### config.mk
export PLATFORM = sky130hd
export DESIGN_NAME = gpio_bank
export DESIGN_NICKNAME = d
export VERILOG_FILES = /design/src/rtl/gpb_pkg.sv /design/src/rtl/gpb_sync.sv /design/src/rtl/gpb_phase.sv /design/src/rtl/gpb_port.sv /design/src/rtl/gpio_bank.sv
export SDC_FILE = /design/constraint.sdc
export NUM_CORES = 1
export LEC_CHECK = 0
export BUFFER_PORTS_ARGS = -buffer_cell sky130_fd_sc_hd__buf_2
export CAP_MARGIN = 20
export CORE_AREA = 2 2 191 193
export CTS_BUF_LIST = sky130_fd_sc_hd__clkbuf_8
export DETAILED_ROUTE_END_ITERATION = 6
export DIE_AREA = 0 0 193 195
export GPL_ROUTABILITY_DRIVEN = 0
export GPL_TIMING_DRIVEN = 1
export PLACE_DENSITY = 0.82
export SYNTH_ARGS = -nofsm -noshare
export SYNTH_HDL_FRONTEND = slang
export SYNTH_SLANG_ARGS = --single-unit
### constraint.sdc
create_clock -name pclk -period 2.5 [get_ports pclk]
set_input_delay 0.25 -clock pclk [delete_from_list [all_inputs] [get_ports pclk]]
set_output_delay 0.25 -clock pclk [all_outputs]
set_load 0.03 [all_outputs]
### src/rtl/gpb_pkg.sv
package gpb_pkg;
    typedef enum logic [1:0] {
        PH_IDLE   = 2'd0,
        PH_SETUP  = 2'd1,
        PH_ACCESS = 2'd2
    } apb_phase_e;

    localparam int unsigned WORD_BITS      = 32;
    localparam int unsigned WADDR_BITS     = 6;
    localparam int unsigned PAIR_STRIDE_W  = 3;   // 0x0C bytes between port pairs
    localparam int unsigned LEVEL_BASE_W   = 20;  // 0x50 byte offset
endpackage

### src/rtl/gpb_sync.sv
module gpb_sync #(
    parameter int unsigned W = 32
) (
    input  logic         clk,
    input  logic         rst_n,
    input  logic [W-1:0] d,
    output logic [W-1:0] q
);
    logic [W-1:0] meta_q;

    always_ff @(posedge clk or negedge rst_n) begin
        if (!rst_n) begin
            meta_q <= '0;
            q      <= '0;
        end else begin
            meta_q <= d;
            q      <= meta_q;
        end
    end
endmodule

### src/rtl/gpb_phase.sv
module gpb_phase
    import gpb_pkg::*;
(
    input  logic clk,
    input  logic rst_n,
    input  logic psel,
    input  logic penable,
    input  logic pwrite,
    output logic wr_en,
    output logic rd_en
);
    apb_phase_e phase_q, phase_d;

    always_comb begin
        phase_d = PH_IDLE;
        unique case (phase_q)
            PH_IDLE, PH_ACCESS: begin
                if (psel && !penable) phase_d = PH_SETUP;
            end
            PH_SETUP: begin
                if (psel && penable)       phase_d = PH_ACCESS;
                else if (psel && !penable) phase_d = PH_SETUP;
            end
            default: phase_d = PH_IDLE;
        endcase
    end

    always_ff @(posedge clk or negedge rst_n) begin
        if (!rst_n) phase_q <= PH_IDLE;
        else        phase_q <= phase_d;
    end

    always_comb begin
        wr_en = 1'b0;
        rd_en = 1'b0;
        unique case (phase_q)
            PH_SETUP: begin
                wr_en = psel && penable && pwrite;
                rd_en = psel && penable && !pwrite;
            end
            default: begin
                wr_en = 1'b0;
                rd_en = 1'b0;
            end
        endcase
    end


    access_commit_chk: assert property (@(posedge clk) disable iff (!rst_n)
        wr_en |=> (phase_q == PH_ACCESS));


    no_bare_access_chk: assert property (@(posedge clk) disable iff (!rst_n)
        (phase_q != PH_SETUP) |-> !(wr_en || rd_en));
endmodule

### src/rtl/gpb_port.sv
module gpb_port
    import gpb_pkg::*;
#(
    parameter int unsigned W   = 32,
    parameter int unsigned IDX = 0
) (
    input  logic                  clk,
    input  logic                  rst_n,
    input  logic                  wr_en,
    input  logic [WADDR_BITS-1:0] waddr,
    input  logic [WORD_BITS-1:0]  wdata,
    input  logic [W-1:0]          pins,
    output logic [W-1:0]          value_q,
    output logic [W-1:0]          dir_q,
    output logic [W-1:0]          level_q,
    output logic [WORD_BITS-1:0]  rd_word
);
    localparam logic [WADDR_BITS-1:0] VALUE_W = WADDR_BITS'(PAIR_STRIDE_W * IDX);
    localparam logic [WADDR_BITS-1:0] DIR_W   = WADDR_BITS'(PAIR_STRIDE_W * IDX + 1);
    localparam logic [WADDR_BITS-1:0] LEVEL_W = WADDR_BITS'(LEVEL_BASE_W + IDX);

    logic hit_value, hit_dir, hit_level;
    logic we_value, we_dir;

    assign hit_value = (waddr == VALUE_W);
    assign hit_dir   = (waddr == DIR_W);
    assign hit_level = (waddr == LEVEL_W);
    assign we_value  = wr_en && hit_value;
    assign we_dir    = wr_en && hit_dir;

    always_ff @(posedge clk or negedge rst_n) begin
        if (!rst_n) begin
            value_q <= '0;
            dir_q   <= '0;
        end else begin
            if (we_value) value_q <= wdata[W-1:0];
            if (we_dir)   dir_q   <= wdata[W-1:0];
        end
    end

    gpb_sync #(.W(W)) i_sync (
        .clk   (clk),
        .rst_n (rst_n),
        .d     (pins),
        .q     (level_q)
    );

    always_comb begin
        rd_word = '0;
        if (hit_value)      rd_word[W-1:0] = value_q;
        else if (hit_dir)   rd_word[W-1:0] = dir_q;
        else if (hit_level) rd_word[W-1:0] = level_q;
    end


    value_hold_chk: assert property (@(posedge clk) disable iff (!rst_n)
        !we_value |=> $stable(value_q));


    dir_hold_chk: assert property (@(posedge clk) disable iff (!rst_n)
        !we_dir |=> $stable(dir_q));


    value_load_chk: assert property (@(posedge clk) disable iff (!rst_n)
        we_value |=> (value_q == $past(wdata[W-1:0])));
endmodule

### src/rtl/gpio_bank.sv
module gpio_bank
    import gpb_pkg::*;
#(
    parameter int unsigned NUM_PORTS = 4,
    parameter int unsigned PORT_W    = 32
) (
    input  logic                        pclk,
    input  logic                        presetn,
    input  logic                        psel,
    input  logic                        penable,
    input  logic                        pwrite,
    input  logic [7:0]                  paddr,
    input  logic [31:0]                 pwdata,
    output logic [31:0]                 prdata,
    output logic                        pready,
    output logic                        pslverr,
    input  logic [NUM_PORTS*PORT_W-1:0] pad_in,
    output logic [NUM_PORTS*PORT_W-1:0] pad_out,
    output logic [NUM_PORTS*PORT_W-1:0] pad_oe,
    output logic [PORT_W-1:0]           porta_sync
);
    logic                  wr_en, rd_en;
    logic [WADDR_BITS-1:0] waddr;
    logic [1:0]            unused_byte_sel;
    logic [WORD_BITS-1:0]  rd_words [NUM_PORTS];
    logic [PORT_W-1:0]     levels   [NUM_PORTS];
    logic [WORD_BITS-1:0]  rd_any;

    assign waddr           = paddr[7:2];
    assign unused_byte_sel = paddr[1:0];
    assign pready          = 1'b1;
    assign pslverr         = 1'b0;

    gpb_phase i_phase (
        .clk     (pclk),
        .rst_n   (presetn),
        .psel    (psel),
        .penable (penable),
        .pwrite  (pwrite),
        .wr_en   (wr_en),
        .rd_en   (rd_en)
    );

    for (genvar p = 0; p < NUM_PORTS; p++) begin : g_port
        gpb_port #(.W(PORT_W), .IDX(p)) i_port (
            .clk     (pclk),
            .rst_n   (presetn),
            .wr_en   (wr_en),
            .waddr   (waddr),
            .wdata   (pwdata),
            .pins    (pad_in[p*PORT_W +: PORT_W]),
            .value_q (pad_out[p*PORT_W +: PORT_W]),
            .dir_q   (pad_oe[p*PORT_W +: PORT_W]),
            .level_q (levels[p]),
            .rd_word (rd_words[p])
        );
    end

    assign porta_sync = levels[0];

    always_comb begin
        rd_any = '0;
        for (int p = 0; p < NUM_PORTS; p++) rd_any = rd_any | rd_words[p];
    end

    assign prdata = rd_en ? rd_any : '0;


    idle_bus_chk: assert property (@(posedge pclk) disable iff (!presetn)
        !psel |-> (prdata == '0));


    oe_reset_chk: assert property (@(posedge pclk) disable iff (!presetn)
        $rose(presetn) |-> (pad_oe == '0));
endmodule

==> impl_metrics.json <==
{
  "grt_pass1_vias": 16200,
  "period_needed_ns": 2.47,
  "cp_max_fo": 20,
  "postRouteAntennaNets": 0,
  "fp.dieH_um": 195,
  "crit_path_max_incr_delay_ns": 0.37,
  "reg2reg_depth": 5,
  "finalSetupViolations": 0,
  "reg2reg_slack_ns": 0.39,
  "final_layout_size_suffix_gt1_share_pct": 51.5,
  "grt_pass1_wl_um": 102000,
  "viasPerCell": 6.04,
  "whs_ns": 0.168,
  "end_kind": "primary output",
  "ir_worst_vdd_v": 0.000528,
  "fin_crit_sh_pct": 98.7,
  "syn_area_per_cell_um2": 16.2,
  "synth_most_common_cell": "dfrtp_1",
  "crit_end": "prdata[2]",
  "rows": 69,
  "synth-seq-area-share_pct": 65.4,
  "port_buffers": 490,
  "yosys.area.top_type": "dfrtp_1",
  "skew_ns": 0.0260,
  "synthArstFlopShare_pct": 100,
  "grt_usage_pct": 37.4,
  "hp-class": "primary input to asynchronous set/reset pin",
  "insertion_delay_ns": 0.65,
  "startpoint": "i_phase.phase_q[1]",
  "cts_setup_buffers": 0,
  "dp_hpwl_um": 43400,
  "drv_cap": 0,
  "first_pass_iters": 7,
  "netlist_instances": 1210,
  "rsz0062_at_grt": "yes",
  "drc": 0,
  "yosysWarnings": 0,
  "clock-sinks": 514,
  "cts_tree": "built",
  "powerDensity_mw_per_mm2": 661,
  "synth_edf_count": 0,
  "netlist_area_mm2": 0.0197,
  "timing.max_slew.rel_slack_pct": 52.4,
  "synth_top_cells_by_area": "dfrtp_1 (65%), mux2_2 (11%), mux2_4 (6.9%)",
  "grt-ovfl-total": 0,
  "ys_ff_latch": 514,
  "finalMaxSlewViolations": 0,
  "fmax_mhz": 405,
  "dr.first_iter.drc_count": 1159,
  "reg2reg_from": "i_phase.phase_q[0]",
  "critPathArrivalTime_ns": 2.22,
  "cts_max_level": 3,
  "area_growth_pct": 34.9,
  "worst_pin_slew_ns": 0.714,
  "cts_inserted_buffers": 80,
  "worst_r2r_endpoint": "g_port[2].i_port.value_q[31]",
  "wl_per_cell_um": 28.0,
  "start_util_pct": 55.5,
  "crit_required_ns": 2.25,
  "nets": 2122,
  "fp.dieW_um": 193,
  "crit_chain": "and4b_2, nand2b_2, buf_4, a31oi_1, buf_2",
  "crit_slowest_cell": "dfrtp_1",
  "io_pins": 495,
  "cts.clk_slew.worst_paths_ns": 0.07,
  "via_count": 15000,
  "antenna_found_initial": 4,
  "routed_wl_um": 69400,
  "fp.coreArea_mm2": 0.0354,
  "synth_top_area_share_pct": 65.4,
  "root_buffer": "clkbuf_8",
  "die_area_mm2": 0.0376,
  "synthesis.nets": 1383,
  "grt_max_degree": 89,
  "power.leakage_nw": 13.8,
  "synth_cell_types": 54,
  "clock_path_buffers": 3,
  "synthTopCellsByCount": "dfrtp_1 (514), mux2_2 (195), mux2_4 (90), buf_2 (36), a31oi_1 (33)",
  "worstSetupPathType": "flop to primary output",
  "tns_ns": 0,
  "start_kind": "flop",
  "status": "completed",
  "finalHoldViolCount": 0,
  "ys.flop_type": "dfrtp_1"
}
[report_power, final]
group	internal (mW)	total (mW)	switching, mW
Combinational	0.570	1.38	0.806
Sequential	8.59	8.73	0.139
Clock	3.97	7.42	3.45
Total	13.1	17.5	4.39
[cell type report]
class | count | area [um2]
flip-flops and latches | 514 | 12900
inverters | 2 | 7.51
well taps | 461 | 577
fillers | 2049 | 8890
multi-input cells | 617 | 6440
clock inverters | 37 | 205
repair buffers | 734 | 4920
diodes | 3 | 7.51
clock buffers | 108 | 1490
[per-stage QoR]
stage / cell area, um2 / total power, mW / instances / setup WS (ns) / util, %
2_1_floorplan: 19700 / 9.30 / 1210 / 0.207 / -
3_3_place_gp: 23100 / 9.94 / 2164 / 0.0763 / 65.2
3_5_place_dp: 23100 / 9.99 / 2164 / 0.0471 / 65.2
4_1_cts: 26400 / 17.4 / 2473 / 0.00876 / 74.7
5_1_grt: 26500 / 18.1 / 2476 / -0.0456 / 74.9
6_report: 26500 / 17.5 / 2476 / 0.0326 / 74.9
[registers in the layout (all words and copies together) (netlist names)]
| register | cells |
|---|---|
| g_port.i_port.i_sync.meta_q | 128 |
| g_port.i_port.value_q | 128 |
| g_port.i_port.dir_q | 128 |
| i_phase.phase_q | 2 |
| g_port.i_port.i_sync.q | 128 |
[how the worst min path moves through the flow]
stage | startpoint | to | slack (ns) | cells past startpoint
final | presetn | g_port[3].i_port.dir_q[3] | 0.17 | 2
after global routing | presetn | g_port[2].i_port.i_sync.meta_q[18] | 0.19 | 2
after CTS | presetn | g_port[2].i_port.i_sync.meta_q[18] | 0.15 | 2
after detailed placement | presetn | g_port[1].i_port.value_q[3] | 0.25 | 1
after global placement | presetn | g_port[3].i_port.dir_q[3] | 0.25 | 1
after floorplan | presetn | g_port[0].i_port.dir_q[0] | -0.05 | 0
[per-layer routing]
| metal | track usage, % | part of all wire [%] | vias up |
|---|---|---|---|
| li1 | - | - | 5964 |
| met1 | 44.8 | 35 | 7514 |
| met2 | 59.4 | 47 | 1143 |
| met3 | 11.7 | 11 | 327 |
| met4 | 22.4 | 6.8 | 2 |
| met5 | 0 | 0.014 | - |
[worst max-delay path: cells and delay by family, from the launching register on]
family	cells	cell delay (ns)
flip-flops	1	0.37
AO/OA/AOI/OAI	1	0.29
AND/OR/NAND/NOR	2	0.39
buffers and inverters	2	0.51
[cells by family (layout without fill, tap and decap cells)]
kind of cell           after synthesis  count (layout)  synth area share (%)
and+or+nand+nor                    123             123                  4.04
AOI/OAI and AO/OA                  149             149                  5.56
muxes                              343             343                  22.6
other                                2               5                0.0382
buffers and inverters               79             881                  2.31
DFF                                514             514                  65.4
[what timing repair did]
action | in CTS | in global routing
resized for setup | 4 | 16
endpoints found under the hold margin | 492 | 0
gates cloned | 0 | 0
pin swaps | 0 | 1
setup endpoints to repair | 2 | 16
hold buffers | 164 | 0
[placed cells by master, fill, tap and decap left out, types with 24 or more instances in the layout]
master / count
a22oi_1: 30
a31oi_1: 30
buf_4: 67
mux2_2: 195
mux2_4: 90
dfrtp_1: 514
mux4_2: 24
buf_2: 482
dlygate4sd3_1: 164
inv_1: 25
clkbuf_8: 108
Note: power is estimated with default switching activity, not from simulation.
